$ cat src/rtl/rtc_alarm_pkg.sv
package rtc_alarm_pkg;
   localparam int NUM_FIELDS = 4;
   localparam int FIELD_W    = 8;
   localparam int SKIP_BIT   = FIELD_W - 1;
   localparam int NUM_FLAGS  = 3;

   localparam logic [2:0] ADR_SEC  = 3'd0;
   localparam logic [2:0] ADR_MIN  = 3'd1;
   localparam logic [2:0] ADR_HOUR = 3'd2;
   localparam logic [2:0] ADR_DATE = 3'd3;
   localparam logic [2:0] ADR_CTRL = 3'd4;
   localparam logic [2:0] ADR_FLAG = 3'd5;

   localparam int FLG_ALARM = 0;
   localparam int FLG_WDOG  = 1;
   localparam int FLG_PFAIL = 2;

   typedef struct packed {
      logic wdog_en;
      logic alarm_en;
      logic pfail_en;
      logic act_high;
      logic pulse_mode;
   } irq_ctrl_t;

   function automatic logic [FIELD_W-1:0] ctrl_to_byte(irq_ctrl_t c);
      return {c.wdog_en, c.alarm_en, c.pfail_en, 1'b0, c.act_high, c.pulse_mode, 2'b00};
   endfunction
endpackage

$ cat src/rtl/rtc_alarm_regs.sv
module rtc_alarm_regs
   import rtc_alarm_pkg::*;
#(
   parameter int ADDR_W = 3
) (
   input  logic                                clk,
   input  logic                                rst_n,
   input  logic                                wr,
   input  logic                                rd,
   input  logic [ADDR_W-1:0]                   addr,
   input  logic [FIELD_W-1:0]                  wdata,
   input  logic                                alarm_hit,
   input  logic                                wdog_evt,
   input  logic                                pfail_evt,
   output logic [FIELD_W-1:0]                  rdata,
   output logic [NUM_FIELDS-1:0][FIELD_W-1:0]  alarm_q,
   output irq_ctrl_t                           ctrl_q,
   output logic [NUM_FLAGS-1:0]                flags_q
);
   logic [NUM_FLAGS-1:0] set_vec;
   logic [NUM_FLAGS-1:0] flags_d;
   logic                 flag_read;
   logic [FIELD_W-1:0]   rd_mux;

   assign flag_read = rd && (addr == ADDR_W'(ADR_FLAG));

   always_comb begin
      set_vec            = '0;
      set_vec[FLG_ALARM] = alarm_hit;
      set_vec[FLG_WDOG]  = wdog_evt;
      set_vec[FLG_PFAIL] = pfail_evt;
      flags_d = (flag_read ? '0 : flags_q) | set_vec;
   end

   always_comb begin
      rd_mux = '0;
      if (addr < ADDR_W'(NUM_FIELDS))
         rd_mux = alarm_q[addr[1:0]];
      else if (addr == ADDR_W'(ADR_CTRL))
         rd_mux = ctrl_to_byte(ctrl_q);
      else if (addr == ADDR_W'(ADR_FLAG))
         rd_mux = FIELD_W'(flags_q);
   end

   always_ff @(posedge clk) begin
      if (!rst_n) begin
         for (int i = 0; i < NUM_FIELDS; i++)
            alarm_q[i] <= FIELD_W'(1) << SKIP_BIT;
         ctrl_q  <= '0;
         flags_q <= '0;
         rdata   <= '0;
      end else begin
         flags_q <= flags_d;
         if (rd) rdata <= rd_mux;
         if (wr) begin
            if (addr < ADDR_W'(NUM_FIELDS))
               alarm_q[addr[1:0]] <= wdata;
            else if (addr == ADDR_W'(ADR_CTRL))
               ctrl_q <= '{wdog_en:wdata[7], alarm_en:wdata[6], pfail_en:wdata[5],
                           act_high:wdata[3], pulse_mode:wdata[2]};
         end
      end
   end
endmodule

$ cat src/rtl/rtc_alarm_match.sv
module rtc_alarm_match
   import rtc_alarm_pkg::*;
(
   input  logic                               time_upd,
   input  logic [NUM_FIELDS-1:0][FIELD_W-1:0] alarm_q,
   input  logic [NUM_FIELDS-1:0][FIELD_W-1:0] cur_time,
   output logic                               alarm_hit
);
   logic [NUM_FIELDS-1:0] in_use;
   logic [NUM_FIELDS-1:0] ok;

   for (genvar g = 0; g < NUM_FIELDS; g++) begin : g_field
      assign in_use[g] = ~alarm_q[g][SKIP_BIT];
      assign ok[g]     = ~in_use[g] ||
                         (alarm_q[g][SKIP_BIT-1:0] == cur_time[g][SKIP_BIT-1:0]);
   end

   assign alarm_hit = time_upd && (|in_use) && (&ok);
endmodule

$ cat src/rtl/rtc_alarm_irq_drv.sv
module rtc_alarm_irq_drv
   import rtc_alarm_pkg::*;
#(
   parameter int PULSE_CYCLES = 8,
   localparam int CNT_W = (PULSE_CYCLES < 2) ? 1 : $clog2(PULSE_CYCLES + 1)
) (
   input  logic                 clk,
   input  logic                 rst_n,
   input  irq_ctrl_t            ctrl_q,
   input  logic [NUM_FLAGS-1:0] flags_q,
   input  logic [NUM_FLAGS-1:0] evt_vec,
   input  logic                 backup_mode,
   output logic [CNT_W-1:0]     pulse_cnt,
   output logic                 irq_out
);
   logic [NUM_FLAGS-1:0] en_vec;
   logic                 start;
   logic                 level_act;
   logic                 active;

   always_comb begin
      en_vec            = '0;
      en_vec[FLG_ALARM] = ctrl_q.alarm_en;
      en_vec[FLG_WDOG]  = ctrl_q.wdog_en;
      en_vec[FLG_PFAIL] = ctrl_q.pfail_en;
   end

   assign start     = |(evt_vec & en_vec) && !backup_mode;
   assign level_act = |(flags_q & en_vec);

   if (PULSE_CYCLES == 1) begin : g_single
      always_ff @(posedge clk) begin
         if (!rst_n) pulse_cnt <= '0;
         else        pulse_cnt <= CNT_W'(start);
      end
   end else begin : g_count
      always_ff @(posedge clk) begin
         if (!rst_n)                pulse_cnt <= '0;
         else if (start)            pulse_cnt <= CNT_W'(PULSE_CYCLES);
         else if (pulse_cnt != '0)  pulse_cnt <= pulse_cnt - 1'b1;
      end
   end

   assign active  = !backup_mode &&
                    (ctrl_q.pulse_mode ? (pulse_cnt != '0) : level_act);
   assign irq_out = ctrl_q.act_high ? active : ~active;
endmodule

$ cat src/rtl/rtc_alarm_irq.sv
module rtc_alarm_irq
   import rtc_alarm_pkg::*;
#(
   parameter int ADDR_W       = 3,
   parameter int PULSE_CYCLES = 8
) (
   input  logic              clk,
   input  logic              rst_n,
   input  logic [7:0]        cur_sec,
   input  logic [7:0]        cur_min,
   input  logic [7:0]        cur_hour,
   input  logic [7:0]        cur_date,
   input  logic              time_upd,
   input  logic              wdog_evt,
   input  logic              pfail_evt,
   input  logic              backup_mode,
   input  logic              reg_wr,
   input  logic              reg_rd,
   input  logic [ADDR_W-1:0] reg_addr,
   input  logic [7:0]        reg_wdata,
   output logic [7:0]        reg_rdata
,  output logic              irq_out
);
   localparam int CNT_W = (PULSE_CYCLES < 2) ? 1 : $clog2(PULSE_CYCLES + 1);

   initial begin
      assert (ADDR_W >= 3) else $error("ADDR_W must cover six registers");
      assert (PULSE_CYCLES >= 1) else $error("PULSE_CYCLES must be at least 1");
   end

   logic [NUM_FIELDS-1:0][FIELD_W-1:0] alarm_q;
   logic [NUM_FIELDS-1:0][FIELD_W-1:0] cur_time;
   irq_ctrl_t                          ctrl_q;
   logic [NUM_FLAGS-1:0]               flags_q;
   logic [NUM_FLAGS-1:0]               evt_vec;
   logic [CNT_W-1:0]                   pulse_cnt;
   logic                               alarm_hit;

   assign cur_time = {cur_date, cur_hour, cur_min, cur_sec};

   always_comb begin
      evt_vec            = '0;
      evt_vec[FLG_ALARM] = alarm_hit;
      evt_vec[FLG_WDOG]  = wdog_evt;
      evt_vec[FLG_PFAIL] = pfail_evt;
   end

   rtc_alarm_match match_i (
      .time_upd (time_upd),
      .alarm_q  (alarm_q),
      .cur_time (cur_time),
      .alarm_hit(alarm_hit)
   );

   rtc_alarm_regs #(.ADDR_W(ADDR_W)) regs_i (
      .clk      (clk),
      .rst_n    (rst_n),
      .wr       (reg_wr),
      .rd       (reg_rd),
      .addr     (reg_addr),
      .wdata    (reg_wdata),
      .alarm_hit(alarm_hit),
      .wdog_evt (wdog_evt),
      .pfail_evt(pfail_evt),
      .rdata    (reg_rdata),
      .alarm_q  (alarm_q),
      .ctrl_q   (ctrl_q),
      .flags_q  (flags_q)
   );

   rtc_alarm_irq_drv #(.PULSE_CYCLES(PULSE_CYCLES)) drv_i (
      .clk        (clk),
      .rst_n      (rst_n),
      .ctrl_q     (ctrl_q),
      .flags_q    (flags_q),
      .evt_vec    (evt_vec),
      .backup_mode(backup_mode),
      .pulse_cnt  (pulse_cnt),
      .irq_out    (irq_out)
   );
endmodule

$ cat config.mk
export PLATFORM = sky130hd
export DESIGN_NAME = rtc_alarm_irq
export DESIGN_NICKNAME = d
export VERILOG_FILES = /design/src/rtl/rtc_alarm_pkg.sv /design/src/rtl/rtc_alarm_regs.sv /design/src/rtl/rtc_alarm_match.sv /design/src/rtl/rtc_alarm_irq_drv.sv /design/src/rtl/rtc_alarm_irq.sv
export SDC_FILE = /design/constraint.sdc
export NUM_CORES = 1
export LEC_CHECK = 0
export BUFFER_PORTS_ARGS = -buffer_cell sky130_fd_sc_hd__buf_4
export CORE_UTILIZATION = 30
export CTS_BUF_LIST = sky130_fd_sc_hd__clkbuf_8
export DETAILED_ROUTE_END_ITERATION = 12
export PLACE_DENSITY = 0.52
export SYNTH_ARGS = -nofsm -noshare
export SYNTH_HDL_FRONTEND = slang
export SYNTH_HIERARCHICAL = 1
export SYNTH_SLANG_ARGS = --single-unit
$ cat constraint.sdc
create_clock -name clk -period 5 [get_ports clk]
set_input_delay 0.25 -clock clk [delete_from_list [all_inputs] [get_ports clk]]
set_output_delay 0.25 -clock clk [all_outputs]
set_load 0.01 [all_outputs]
==> summary.md <==
| Metric | Value |
|---|---|
| Status | finished, final reports clean |
| Hold-fix buffer count after cts | 0 |
| Gpl congestion | 0.800 |
| Total die area | 0.00921 mm2 |
| Met1 global-route usage | 0.228 |
| Slew at the pin with the worst max-slew slack | 572 ps |
| Share of cells above drive strength 1 | 0.252 |
| Worst hold slack | between 150 and 200 ps |
| Count leader, synth | dfxtp_1 |
| Largest net degree at the start of global routing | 44 |
| H-tree depth | 2 |
| Worst EP arrival | ~2600 ps |
| Maximum VDD drop | around 0.13 mV |
| Clock root cell | clkbuf_8 |
| Post-CTS Repair Setup Buffers | 0 |
| Total CTS buffers | 5 |
| First-pass DRT Iterations | 4 |
| CP Cell Sequence | xor2_1 > nor4_1 > a41oi_1 > a2111oi_2 > a222oi_1 > o21ai_1 > a211oi_1 |
| Top cells by area, synth | dfxtp_1 (39%), mux2i_1 (7.9%), xor2_1 (6.9%), mux4_2 (6.8%), nand2_1 (5.7%) |
| Port bufs | 55 |
| Vias in the first global route | about 2200 |
| Syn Area/Cell | 9.49 um2 |
| Met3 GRT Util | 0.0395 |
| Max Cap Viol | 0 |
| Post-layout util | 0.384 |
| Clock buffer depth | 2 |
| Area Growth Syn to Fin | 21.4% |
| Register area share after synthesis | 0.393 |
| Most used routing layer | met2 |
| IO Pins | 60 |
| Total number of vias | 2133 |
| Initial drt markers | between 80 and 90 |
| Pwr/cell area | 283 mW/mm2 |
| Antenna-violating nets left | 0 |
| DR vias/cell | just under 5 |
| Fin. Hold Viols | 0 |
| Global-route wire length before repair | around 11 mm |
| CTS sink cnt | 52 |
| Yosys reg bits | 52 |
| Gr ovfl total | 0 |
| Slew Viols, Final | 0 |
| Die width | 96.0 um |
| Hpwl dp | 5.09 mm |
| Synth top area share | 0.393 |
| Clock-pin slew on the worst setup and hold paths | approximately 100 ps |
| Fin crit period | 2360 ps |
| Maximum fanout along the worst path | 3 |
| Synth top cells by count | dfxtp_1 (52), nand2_1 (40), nor2_1 (28) |
| Post-Syn Area | 0.00265 mm2 |
| Worst setup EP type | flop |
| Leak Pwr | about 1.2 nW |
| Row Count | 33 |
| Post-CTS sizing | 0 |
| Period Utilization, post-route | 0.473 |
| RSZ-0062 raised after global routing | false |
| Wire length per cell | approximately 16 um |
| Yosys cell types | 44 |
| WL final | between 7 and 8 mm |
| Initial antenna violation count | 0 |
| Worst path required time | 5200 ps |
| Remaining DRCs | 0 |
| Mapped Nets | 331 |
| Final nets | 380 |
| Top_reg_cell synth | dfxtp_1 |
| Largest area contributor in the netlist | dfxtp_1 |
| CP Buf/Inv Count | 0 |
| Max stage delay cell, worst path | nor4_1 |
| Gate count after technology mapping | 279 |
| Relative slew slack | 0.617 |
| TNS Setup | 0 ps |
| Post-synth EDFFs | 0 |
| Fmax achieved | around 420 MHz |
| Core area | 0.00838 mm2 |
| Slowest stage delay, CP | 530 ps |
| Worst-Skew Late Latency | 310 ps |
| Antenna cell count | 0 |
| Synth async-reset ratio | 0 |
| Min-Delay Path Class | in -> reg |
| Total chip power | 0.000910 W |
| Yosys warns | 6 |
| Critical path's top delay family | compound AO/OA/AOI/OAI gates |
| All-Layer GR Usage | 0.167 |
| Filler instances | 897 |
| Die H | 96.0 um |
| Startpoint Class | flop |
| Clock skew | 6.45 ps |
| WS Path Type | reg -> reg |
| Grt met2 use | 0.268 |
| Initial Utilization | 0.316 |
| # setup viols final | 0 |
| CTS tree | done |
==> final timing paths <==
path,slack [ps],to,from,depth (start not counted)
setup reg to reg,2640,drv_i/pulse_cnt[1],regs_i/alarm_q[17],7
hold reg to reg,490,regs_i/alarm_q[27],regs_i/alarm_q[27],2
setup / recovery,2640,drv_i/pulse_cnt[1],regs_i/alarm_q[17],7
hold / removal,170,regs_i/flags_q[2],pfail_evt,3
==> tightest hold or removal path, delay by kind of cell <==
kind / cells / cell delay [ps]
simple gates: 1 / 70
compound gates: 1 / 30
buf+inv: 1 / 90
==> sequential cells by signal (all words and copies together), names as in the netlist <==
name and cells:
regs_i/alarm_q 32, regs_i/rdata 8, regs_i/flags_q 3, regs_i/ctrl_q 5, drv_i/pulse_cnt 4
==> routing by layer <==
layer | wire length (um) | part of all wire
met5 | 0 | 0
met4 | 67 | 0.0095
met3 | 396 | 0.056
met2 | 3180 | 0.45
met1 | 3400 | 0.48
==> report_power, final <==
group / internal, W / switching, W
clock network: 0.000147 / 0.000141
logic: 0.0000872 / 0.0000794
registers: 0.000436 / 0.0000192
total: 0.000670 / 0.000240
==> final cells by class <==
type | count | area, um2 | share of cell area
Clock buffer | 5 | 68.8 | 0.0214
Tap cell | 105 | 131 | 0.0409
Timing Repair Buffer | 57 | 428 | 0.133
Sequential cell | 52 | 1040 | 0.324
Clock inverter | 3 | 38.8 | 0.0121
Multi-Input combinational cell | 208 | 1490 | 0.464
Inverter | 4 | 15.0 | 0.00467
==> cells by family after synthesis <==
kind of cell / after synthesis / synth area share
muxes: 30 / 0.152
xor gates and xnor gates: 30 / 0.0992
DFF: 52 / 0.393
AOI/OAI and AO/OA: 45 / 0.102
adders and majority gates: 1 / 0.00472
buffers and inverters: 19 / 0.0458
and+or+nand+nor: 102 / 0.203
==> cells in the final DEF, fill, tap and decap left out, types with 2 or more instances in the layout <==
master    count
nand4b_1      2
mux4_2        8
and4bb_2      3
a211oi_1      2
a41oi_1       2
dfxtp_1      52
buf_4        57
a21oi_1      26
clkbuf_8      5
a22oi_1       3
nor2_1       28
xnor2_1       9
nor2b_1       8
mux2i_1      21
nand2_1      40
inv_1         4
nor4_1        4
a31oi_1       7
xor2_1       21
nand3_1       4
==> through the flow <==
stage | worst slack [ps] | std cells | instance area [um2]
floorplan | 3230 | 279 | 2650
global route | 2420 | 434 | 3220
finish | 2640 | 434 | 3220
CTS | 2600 | 434 | 3220
detailed placement | 2560 | 426 | 3110
global placement | 2570 | 426 | 3110
Note: power is estimated with default switching activity, not from simulation.
